[config.mk]
export PLATFORM = sky130hd
export DESIGN_NAME = scl_clk_div
export DESIGN_NICKNAME = d
export VERILOG_FILES = /design/src/rtl/scl_div_pkg.sv /design/src/rtl/scl_prescale_stage.sv /design/src/rtl/scl_phase_seq.sv /design/src/rtl/scl_clk_div.sv
export SDC_FILE = /design/constraint.sdc
export NUM_CORES = 1
export LEC_CHECK = 0
export ABC_AREA = 1
export BUFFER_PORTS_ARGS = -buffer_cell sky130_fd_sc_hd__buf_2
export CAP_MARGIN = 20
export CORE_MARGIN = 2
export CORE_UTILIZATION = 40
export CTS_BUF_LIST = sky130_fd_sc_hd__clkbuf_8
export CTS_CLUSTER_SIZE = 10
export DETAILED_ROUTE_END_ITERATION = 10
export GPL_TIMING_DRIVEN = 1
export PLACE_DENSITY_LB_ADDON = 0.15
export SETUP_SLACK_MARGIN = 0.5
export SKIP_LAST_GASP = 1
export SLEW_MARGIN = 5
export SYNTH_ARGS = -nofsm -noshare
export SYNTH_HDL_FRONTEND = slang
export SYNTH_HIERARCHICAL = 1
export SYNTH_SLANG_ARGS = --single-unit
[constraint.sdc]
create_clock -name clk -period 2.1 [get_ports clk]
set_clock_uncertainty 0.05 [all_clocks]
set_input_delay 0 -clock clk [delete_from_list [all_inputs] [get_ports clk]]
set_output_delay 0 -clock clk [all_outputs]
set_load 0.05 [all_outputs]
[src/rtl/scl_div_pkg.sv]
// Package: scl_div_pkg
// Shared constants and types for the two-stage SCL prescaler.
// Assumes a period of 22 base ticks split evenly into low and high halves.
package scl_div_pkg;

    localparam int TICKS_PER_PERIOD = 22;
    localparam int HALF_TICKS       = TICKS_PER_PERIOD / 2;
    localparam int SLOT_W           = $clog2(TICKS_PER_PERIOD);

    // Slot index (before increment) on whose tick each strobe fires.
    localparam int SDA_SLOT  = HALF_TICKS / 2 - 1;                 // 4
    localparam int RISE_SLOT = HALF_TICKS - 1;                     // 10
    localparam int SAMP_SLOT = HALF_TICKS + HALF_TICKS / 2 - 1;    // 15
    localparam int FALL_SLOT = TICKS_PER_PERIOD - 1;               // 21

    typedef logic [SLOT_W-1:0] slot_t;

    typedef struct packed {
        logic fall;
        logic samp;
        logic rise;
        logic sda;
    } phase_strobe_t;

endpackage

[src/rtl/scl_prescale_stage.sv]
// Module: scl_prescale_stage
// One wrap-around counter stage. It advances on each step. It signals a wrap
// in the step cycle in which the count equals the limit. Each stage thus
// divides its step rate by (limit+1).
// Assumes the limit changes only while the count is zero (idle or at a wrap).
module scl_prescale_stage #(
    parameter int W = 2
) (
    input  logic         clk,
    input  logic         rst_n,
    input  logic         clr,
    input  logic         step,
    input  logic [W-1:0] limit,
    output logic         wrap_o
);

    logic [W-1:0] cnt_q;
    logic         at_limit;

    // Terminal-count compare and wrap qualification.
    always_comb begin
        at_limit = (cnt_q == limit);
        wrap_o   = step && at_limit;
    end

    // Count steps, return to zero at the limit, hold cleared on request.
    always_ff @(posedge clk) begin
        if (!rst_n || clr) begin
            cnt_q <= '0;
        end else if (step) begin
            cnt_q <= at_limit ? '0 : cnt_q + 1'b1;
        end
    end

    // the count never passes the programmed limit
    p_count_bound_r1: assert property (@(posedge clk) disable iff (!rst_n)
        cnt_q <= limit);

    // a clear leaves the counter at zero
    p_clear_zero_r7: assert property (@(posedge clk) disable iff (!rst_n)
        clr |=> (cnt_q == '0));

endmodule

[src/rtl/scl_phase_seq.sv]
// Module: scl_phase_seq
// Tracks the position (slot 0..21) of the current SCL period on each base
// tick. Decodes the four phase strobes and the SCL half.
// Assumes each tick is a single-cycle pulse from the prescaler chain.
module scl_phase_seq
    import scl_div_pkg::*;
(
    input  logic          clk,
    input  logic          rst_n,
    input  logic          clr,
    input  logic          tick,
    output phase_strobe_t strobe_o,
    output logic          high_half_o
);

    slot_t slot_q;
    logic  last_slot;

    // Decode the strobes from the slot that the current tick completes.
    always_comb begin
        last_slot     = (slot_q == slot_t'(FALL_SLOT));
        strobe_o.sda  = tick && (slot_q == slot_t'(SDA_SLOT));
        strobe_o.rise = tick && (slot_q == slot_t'(RISE_SLOT));
        strobe_o.samp = tick && (slot_q == slot_t'(SAMP_SLOT));
        strobe_o.fall = tick && last_slot;
        high_half_o   = (slot_q >= slot_t'(HALF_TICKS));
    end

    // Advance the slot on each tick and wrap at the end of the period.
    always_ff @(posedge clk) begin
        if (!rst_n || clr) begin
            slot_q <= '0;
        end else if (tick) begin
            slot_q <= last_slot ? '0 : slot_q + 1'b1;
        end
    end

    // the slot stays within one period
    p_slot_bound_r3: assert property (@(posedge clk) disable iff (!rst_n)
        slot_q <= slot_t'(FALL_SLOT));

    // never two strobes at once
    p_one_strobe_r5: assert property (@(posedge clk) disable iff (!rst_n)
        $onehot0(strobe_o));

    // strobes only ride on a tick
    p_strobe_on_tick_r5: assert property (@(posedge clk) disable iff (!rst_n)
        (strobe_o != '0) |-> tick);

    // idle clears the period position
    p_idle_slot_r7: assert property (@(posedge clk) disable iff (!rst_n)
        clr |=> (slot_q == '0));

endmodule

[src/rtl/scl_clk_div.sv]
// Module: scl_clk_div (top)
// Two-stage SCL prescaler. Stage A divides the core clock by (A+1). Stage B
// divides the stage A wraps by (B+1). The phase sequencer turns 22 base ticks
// into one SCL period with four phase strobes. The divisor fields are
// captured into working copies while idle and at each period boundary.
// Assumes run_i is synchronous to clk and that field bit positions are fixed
// by the parameters.
module scl_clk_div
    import scl_div_pkg::*;
#(
    parameter int CTRL_W   = 16,
    parameter int DIVA_LSB = 14,
    parameter int DIVA_W   = 2,
    parameter int DIVB_LSB = 8,
    parameter int DIVB_W   = 6
) (
    input  logic              clk,
    input  logic              rst_n,
    input  logic              run_i,
    input  logic [CTRL_W-1:0] ctrl_i,
    output logic              tick_o,
    output logic              fall_o,
    output logic              sda_o,
    output logic              rise_o,
    output logic              samp_o,
    output logic              scl_o
);

    logic [DIVA_W-1:0] fld_a, work_a, eff_a;
    logic [DIVB_W-1:0] fld_b, work_b, eff_b;
    logic              active_q;
    logic              stage_a_wrap;
    logic              base_tick;
    logic              high_half;
    logic              boundary;
    phase_strobe_t     strobe;

    // Extract the fields and pick live or captured divisors.
    always_comb begin
        fld_a = ctrl_i[DIVA_LSB +: DIVA_W];
        fld_b = ctrl_i[DIVB_LSB +: DIVB_W];
        eff_a = active_q ? work_a : fld_a;
        eff_b = active_q ? work_b : fld_b;
    end

    // Track activity and capture divisors while idle or at a period boundary.
    always_ff @(posedge clk) begin
        if (!rst_n) begin
            active_q <= 1'b0;
            work_a   <= '0;
            work_b   <= '0;
        end else begin
            active_q <= run_i;
            if (!active_q || boundary) begin
                work_a <= fld_a;
                work_b <= fld_b;
            end
        end
    end

    scl_prescale_stage #(.W(DIVA_W)) u_stage_a (
        .clk    (clk),
        .rst_n  (rst_n),
        .clr    (!run_i),
        .step   (run_i),
        .limit  (eff_a),
        .wrap_o (stage_a_wrap)
    );

    scl_prescale_stage #(.W(DIVB_W)) u_stage_b (
        .clk    (clk),
        .rst_n  (rst_n),
        .clr    (!run_i),
        .step   (stage_a_wrap),
        .limit  (eff_b),
        .wrap_o (base_tick)
    );

    scl_phase_seq u_phase (
        .clk         (clk),
        .rst_n       (rst_n),
        .clr         (!run_i),
        .tick        (base_tick),
        .strobe_o    (strobe),
        .high_half_o (high_half)
    );

    // Drive the outputs; SCL idles high.
    always_comb begin
        boundary = strobe.fall;
        tick_o   = base_tick;
        fall_o   = strobe.fall;
        sda_o    = strobe.sda;
        rise_o   = strobe.rise;
        samp_o   = strobe.samp;
        scl_o    = run_i ? high_half : 1'b1;
    end

    // working divisors hold between boundaries during a transfer
    p_divisor_hold_r6: assert property (@(posedge clk) disable iff (!rst_n)
        (active_q && run_i && !boundary) |=> ($stable(work_a) && $stable(work_b)));

    // a rising SCL during a transfer follows a rise strobe
    p_rise_source_r3: assert property (@(posedge clk) disable iff (!rst_n)
        (run_i && $past(run_i) && $rose(scl_o)) |-> $past(rise_o));

    // no tick while idle
    p_idle_quiet_r7: assert property (@(posedge clk) disable iff (!rst_n)
        !run_i |-> !tick_o);

    // SCL high while idle
    p_idle_high_r3: assert property (@(posedge clk) disable iff (!rst_n)
        !run_i |-> scl_o);

endmodule

After elaboration in Yosys (flattened, before gate mapping)
Index checks and enable logic that the tools add are counted.

Register bits after elaboration: 22. Input bits: 19. Output and inout bits: 6. Logic and storage cells: 33.

Add/sub/neg operators: 3. $lt $le $gt $ge: 1. Equality and inequality tests: 6. Multiplexer cells: 6. Reductions and logical operators: 11.

Operators with widths (number): 2-to-1 mux 6 bit (2); equality test 5 x 4 -> 1 bit (second input constant) (2); adder 6 x 1 -> 6 bit (second input constant) (1); equality test 6 bit (1); logical AND 1 bit (6); adder 5 x 1 -> 5 bit (second input constant) (1); equality test 5 x 3 -> 1 bit (second input constant) (1); equality test 5 bit (second input constant) (1); >= comparator 5 x 4 -> 1 bit (second input constant) (1); 2-to-1 mux 5 bit (1); 2-to-1 mux 2 bit (2); logical NOT 1 bit (3); adder 2 x 1 -> 2 bit (second input constant) (1); equality test 2 bit (1); logical OR 1 bit (2); 2-to-1 mux 1 bit (1).

Logic depth before layout (Yosys ltp)
Depth after elaboration: 6. Gate-level depth with buffers: 17. Gate-level depth less buffers: 16.

Modules after synthesis
The synthesis kept the hierarchy.

Modules (own cells, without submodules): scl_clk_div (times used 1, cells an instance 76, area each 499.2 um2, seq. area each 180.2 um2); scl_prescale_stage at u_stage_b (times used 1, cells an instance 74, area each 421.7 um2, seq. area each 120.1 um2); scl_phase_seq (times used 1, cells an instance 52, area each 351.6 um2, seq. area each 100.1 um2); scl_prescale_stage at u_stage_a (times used 1, cells an instance 26, area each 138.9 um2, seq. area each 40.0 um2).

Worst setup path after synthesis
No wires, ideal clock.

Kind: register -> register. Start: reg active_q. End: reg work_b[3]. Setup time: 113 ps. Data arrival time: 2967 ps. Data required time: 1937 ps. Setup slack: -1030 ps. Stages on the path, launching flop included: 17. Path buffers: 1. Period minus slack after synthesis: 3130 ps. Path through: dfxtp_1 inv_2 buf_4 o21ai_1 inv_1 nand2_1 nand3_1 nor2_2 inv_1 nor2_4 nand3_1 nor2_1 inv_4 nand2_4 nand2_1 nand2_1 nor2_1.

Word-level cells in the longest chain between the ends: 6. Elaborated cells on any way between the ends: 9. Those cells by class: 2 x eq/ne; 2 x mux; 5 x reduce/logical.

Ends and longest elaborated chain: start, declared (RTL line scl_clk_div.sv:31) `logic active_q;`; start signal, assigned (RTL line scl_clk_div.sv:53) `active_q <= run_i;`; 2-to-1 mux 2 bit (RTL line scl_clk_div.sv:42) `eff_a = active_q ? work_a : fld_a;`; net eff_a[0] (RTL line scl_clk_div.sv:29) `logic [DIVA_W-1:0] fld_a, work_a, eff_a;`; equality test 2 bit (RTL line scl_prescale_stage.sv:22) `at_limit = (cnt_q == limit);`; logical AND 1 bit (RTL line scl_prescale_stage.sv:23) `wrap_o = step && at_limit;`; net stage_a_wrap (RTL line scl_clk_div.sv:32) `logic stage_a_wrap;`; logical AND 1 bit (RTL line scl_prescale_stage.sv:23); net tick_o (RTL line scl_clk_div.sv:21) `output logic tick_o,`; logical AND 1 bit (RTL line scl_phase_seq.sv:25) `strobe_o.fall = tick && last_slot;`; net fall_o (RTL line scl_clk_div.sv:22) `output logic fall_o,`; logical OR 1 bit (RTL line scl_clk_div.sv:54) `if (!active_q || boundary) begin`; end signal, assigned (RTL line scl_clk_div.sv:56) `work_b <= fld_b;`; end, declared (RTL line scl_clk_div.sv:30) `logic [DIVB_W-1:0] fld_b, work_b, eff_b;`.

The timed path passes the listed nets, and every way through them passes these cells. A chain may end at the register's enable or synchronous reset.

Worst setup path in the final report
Start: reg active_q. End: out rise_o.

Elaborated cells on any way between the ends: 7. Those cells by class: 2 x eq/ne; 2 x mux; 3 x reduce/logical.

RTL lines: 2-to-1 mux 6 bit (RTL line scl_clk_div.sv:43) `eff_b = active_q ? work_b : fld_b;`; net eff_b[0] (RTL line scl_clk_div.sv:30); equality test 6 bit (RTL line scl_prescale_stage.sv:22); logical AND 1 bit (RTL line scl_prescale_stage.sv:23); logical AND 1 bit (RTL line scl_phase_seq.sv:23) `strobe_o.rise = tick && (slot_q == slot_t'(RISE_SLOT));`; end, declared (RTL line scl_clk_div.sv:24) `output logic rise_o,`.

The timed path passes the listed nets, and every way through them passes these cells.

==> results.tsv <==
metric	value	unit
final_cell_mix	61 x nand2_1, 34 x nor2_1, 29 x inv_1	
fmax	0.483	GHz
wl_met3	86	µm
maxCapViolCount	0	
gp_congestion	0.774	
hpwl	2260	µm
final_common_cell	nand2_1	
pwr-share-seq	46.7	%
core_area	3360	µm²
hold_path_class	input port to flop	
post_dp_cell_area	1620	µm²
rsz0062_at_grt	yes	
worstPathRequired	2.05	ns
finalWirelength	3310	µm
finalHoldViolations	0	
clock-sinks	22	
switching_share	27.8	%
syn_nets	253	
worst_ep_arrival_time	2.02	ns
tightest_slew	0.432	ns
p_switching	262	µW
start_util	42.0	%
insertion_delay	0.27	ns
setup.worst_path.end_class	primary output	
internal-power	681	µW
wl_met1	1600	µm
numCtsBuffers	3	
die_w	63.4	µm
vias	1437	
synth_warnings	6	
status	finished, final reports clean	
avgViaCountPerCell	4.49	
grt_pass1_vias	1413	
cts_tree	yes	
grt_max_degree	13	
root_buffer	clkbuf_8	
wire_per_inst	10.3	µm
netlist_area	1410	µm²
highest_layer	met4	
nets	300	
setup_tns	0	ns
wl_met2	1550	µm
overflow	0	
min_period	2.07	ns
cellPowerDensity	458	nW/µm²
grt_usage	18.8	%
synth_cell_types	26	
htreeDepth	1	
ys_seq_area_share	31.2	%
maxSlewHeadroom	71.1	%
clkPwrFrac	33.9	%
start_kind	flop	
fin_area	2060	µm²
slew_viol_final	0	
crit_type	flop to primary output	
die_area	4020	µm²
fin_crit_sh	98.6	%
portBuffers	16	
clock_path_buffers	2	
ir_drop	0.000357	V
netlist_instances	228	
ys_seq_elements	22	
worst-path-max-fanout	7	
synth.avg_cell_area	6.19	µm²
n_antenna_cell	0	
setup_viol_count_final	0	
hold_ws	0.00534	ns
rows	21	
grt_pass1_wl	5960	µm
ant_nets	0	
clkSlewWorstSetupHoldPaths	0.08	ns
die_y	63.4	µm
io_pins	25	
combinationalPowerShare	19.5	%
drive_above_1_share	31.4	%
initialDrtViolationCount	86	
p_leak	0.939	nW
first_pass_iters	4	
drc_errors	0	
syn_to_final_growth	45.8	%
grt_antenna_before_repair	0	
==> layout make-up <==
class | count | area (µm²)
clock buffers | 4 | 55.1
multi-input cells | 160 | 902
flip-flops and latches | 22 | 448
inverters | 43 | 190
repair buffers | 44 | 397
repair inverters | 1 | 8.76
well taps | 46 | 57.6
fillers | 347 | 1310
==> registers in the layout, indices dropped and copies added (netlist names) <==
name / count
active_q: 1
u_phase/slot_q: 5
u_stage_a/cnt_q: 2
u_stage_b/cnt_q: 6
work_a: 2
work_b: 6
==> per-stage QoR <==
stage          worst slack, ns  utilization (%)  total power, mW  cells
3_3_place_gp            0.0803             48.3            0.582    295
4_1_cts                 0.0669             60.2            0.947    319
6_report                0.0290             61.2            0.943    320
3_5_place_dp            0.0248             48.3            0.584    295
5_1_grt                 -0.137             61.2            0.995    320
2_1_floorplan           -0.396                -            0.549    228
==> timing repair <==
action / 4_1_cts / 5_1_grt
cloned: 1 / 0
setup endpoints to repair: 23 / 25
gates resized for setup: 44 / 13
pin swaps: 6 / 2
endpoints found under the hold margin: 8 / 0
setup buffers: 10 / 1
hold buffers: 9 / 0
==> synthesized netlist by cell type, drive strengths merged <==
cell type	n	area share [%]
a21oi	1	0.35
buf	3	1.9
bufinv	1	1.2
dfxtp	22	31
ha	6	5.3
inv	42	11
nand2	66	18
nand3	21	7.8
nand3b	1	0.53
nand4	2	0.89
nor2	44	13
nor3	2	0.71
o211ai	1	0.53
o21ai	13	5.1
or2	1	0.44
xnor2	1	0.62
xor2	1	0.62
==> layer usage <==
layer  track usage, %  vias to the layer above
li1                 -                      785
met1             22.9                      625
met2             32.4                       20
met3             3.75                        7
met4             7.34                        0
met5                0                        -
==> power groups by stage <==
stage               clock (mW)  sequential [mW]  combinational [mW]
floorplan                    0            0.447               0.102
detailed placement           0            0.449               0.135
finish                   0.319            0.440               0.184
global placement             0            0.449               0.134
CTS                      0.326            0.441               0.180
global route             0.346            0.442               0.207
==> kinds of logic (layout without fill, tap and decap cells) <==
family / count (synthesis) / in the layout / synth area share, %
buffers and inverters: 46 / 92 / 14.5
xor gates and xnor gates: 2 / 2 / 1.24
AOI/OAI and AO/OA: 15 / 15 / 6.03
and+or+nand+nor: 137 / 137 / 41.8
adders and majority gates: 6 / 6 / 5.32
DFF: 22 / 22 / 31.2
==> worst max-delay path, stage by stage, from the launching register on <==
cell and delay [ns]:
dfxtp_4 0.42, inv_6 0.08, o21ai_2 0.16, inv_1 0.06, nand2_1 0.06, nand2_1 0.06, nor2_2 0.10, nand3_2 0.11
nor2_4 0.13, buf_6 0.13, clkinvlp_4 0.13, nor3_4 0.13, buf_6 0.18
==> final timing paths <==
kind	from	to	slack (ns)	cells past startpoint
worst max-delay path	active_q$_SDFF_PN0_	rise_o	0.03	12
worst min-delay path	rst_n	work_a[1]$_SDFFE_PN0P_	0.005	3
worst max register to register	active_q$_SDFF_PN0_	work_b[3]$_SDFFE_PN0P_	0.04	17
worst min register to register	work_b[3]$_SDFFE_PN0P_	work_b[3]$_SDFFE_PN0P_	0.45	2
Power figures use the tool's default switching activity.
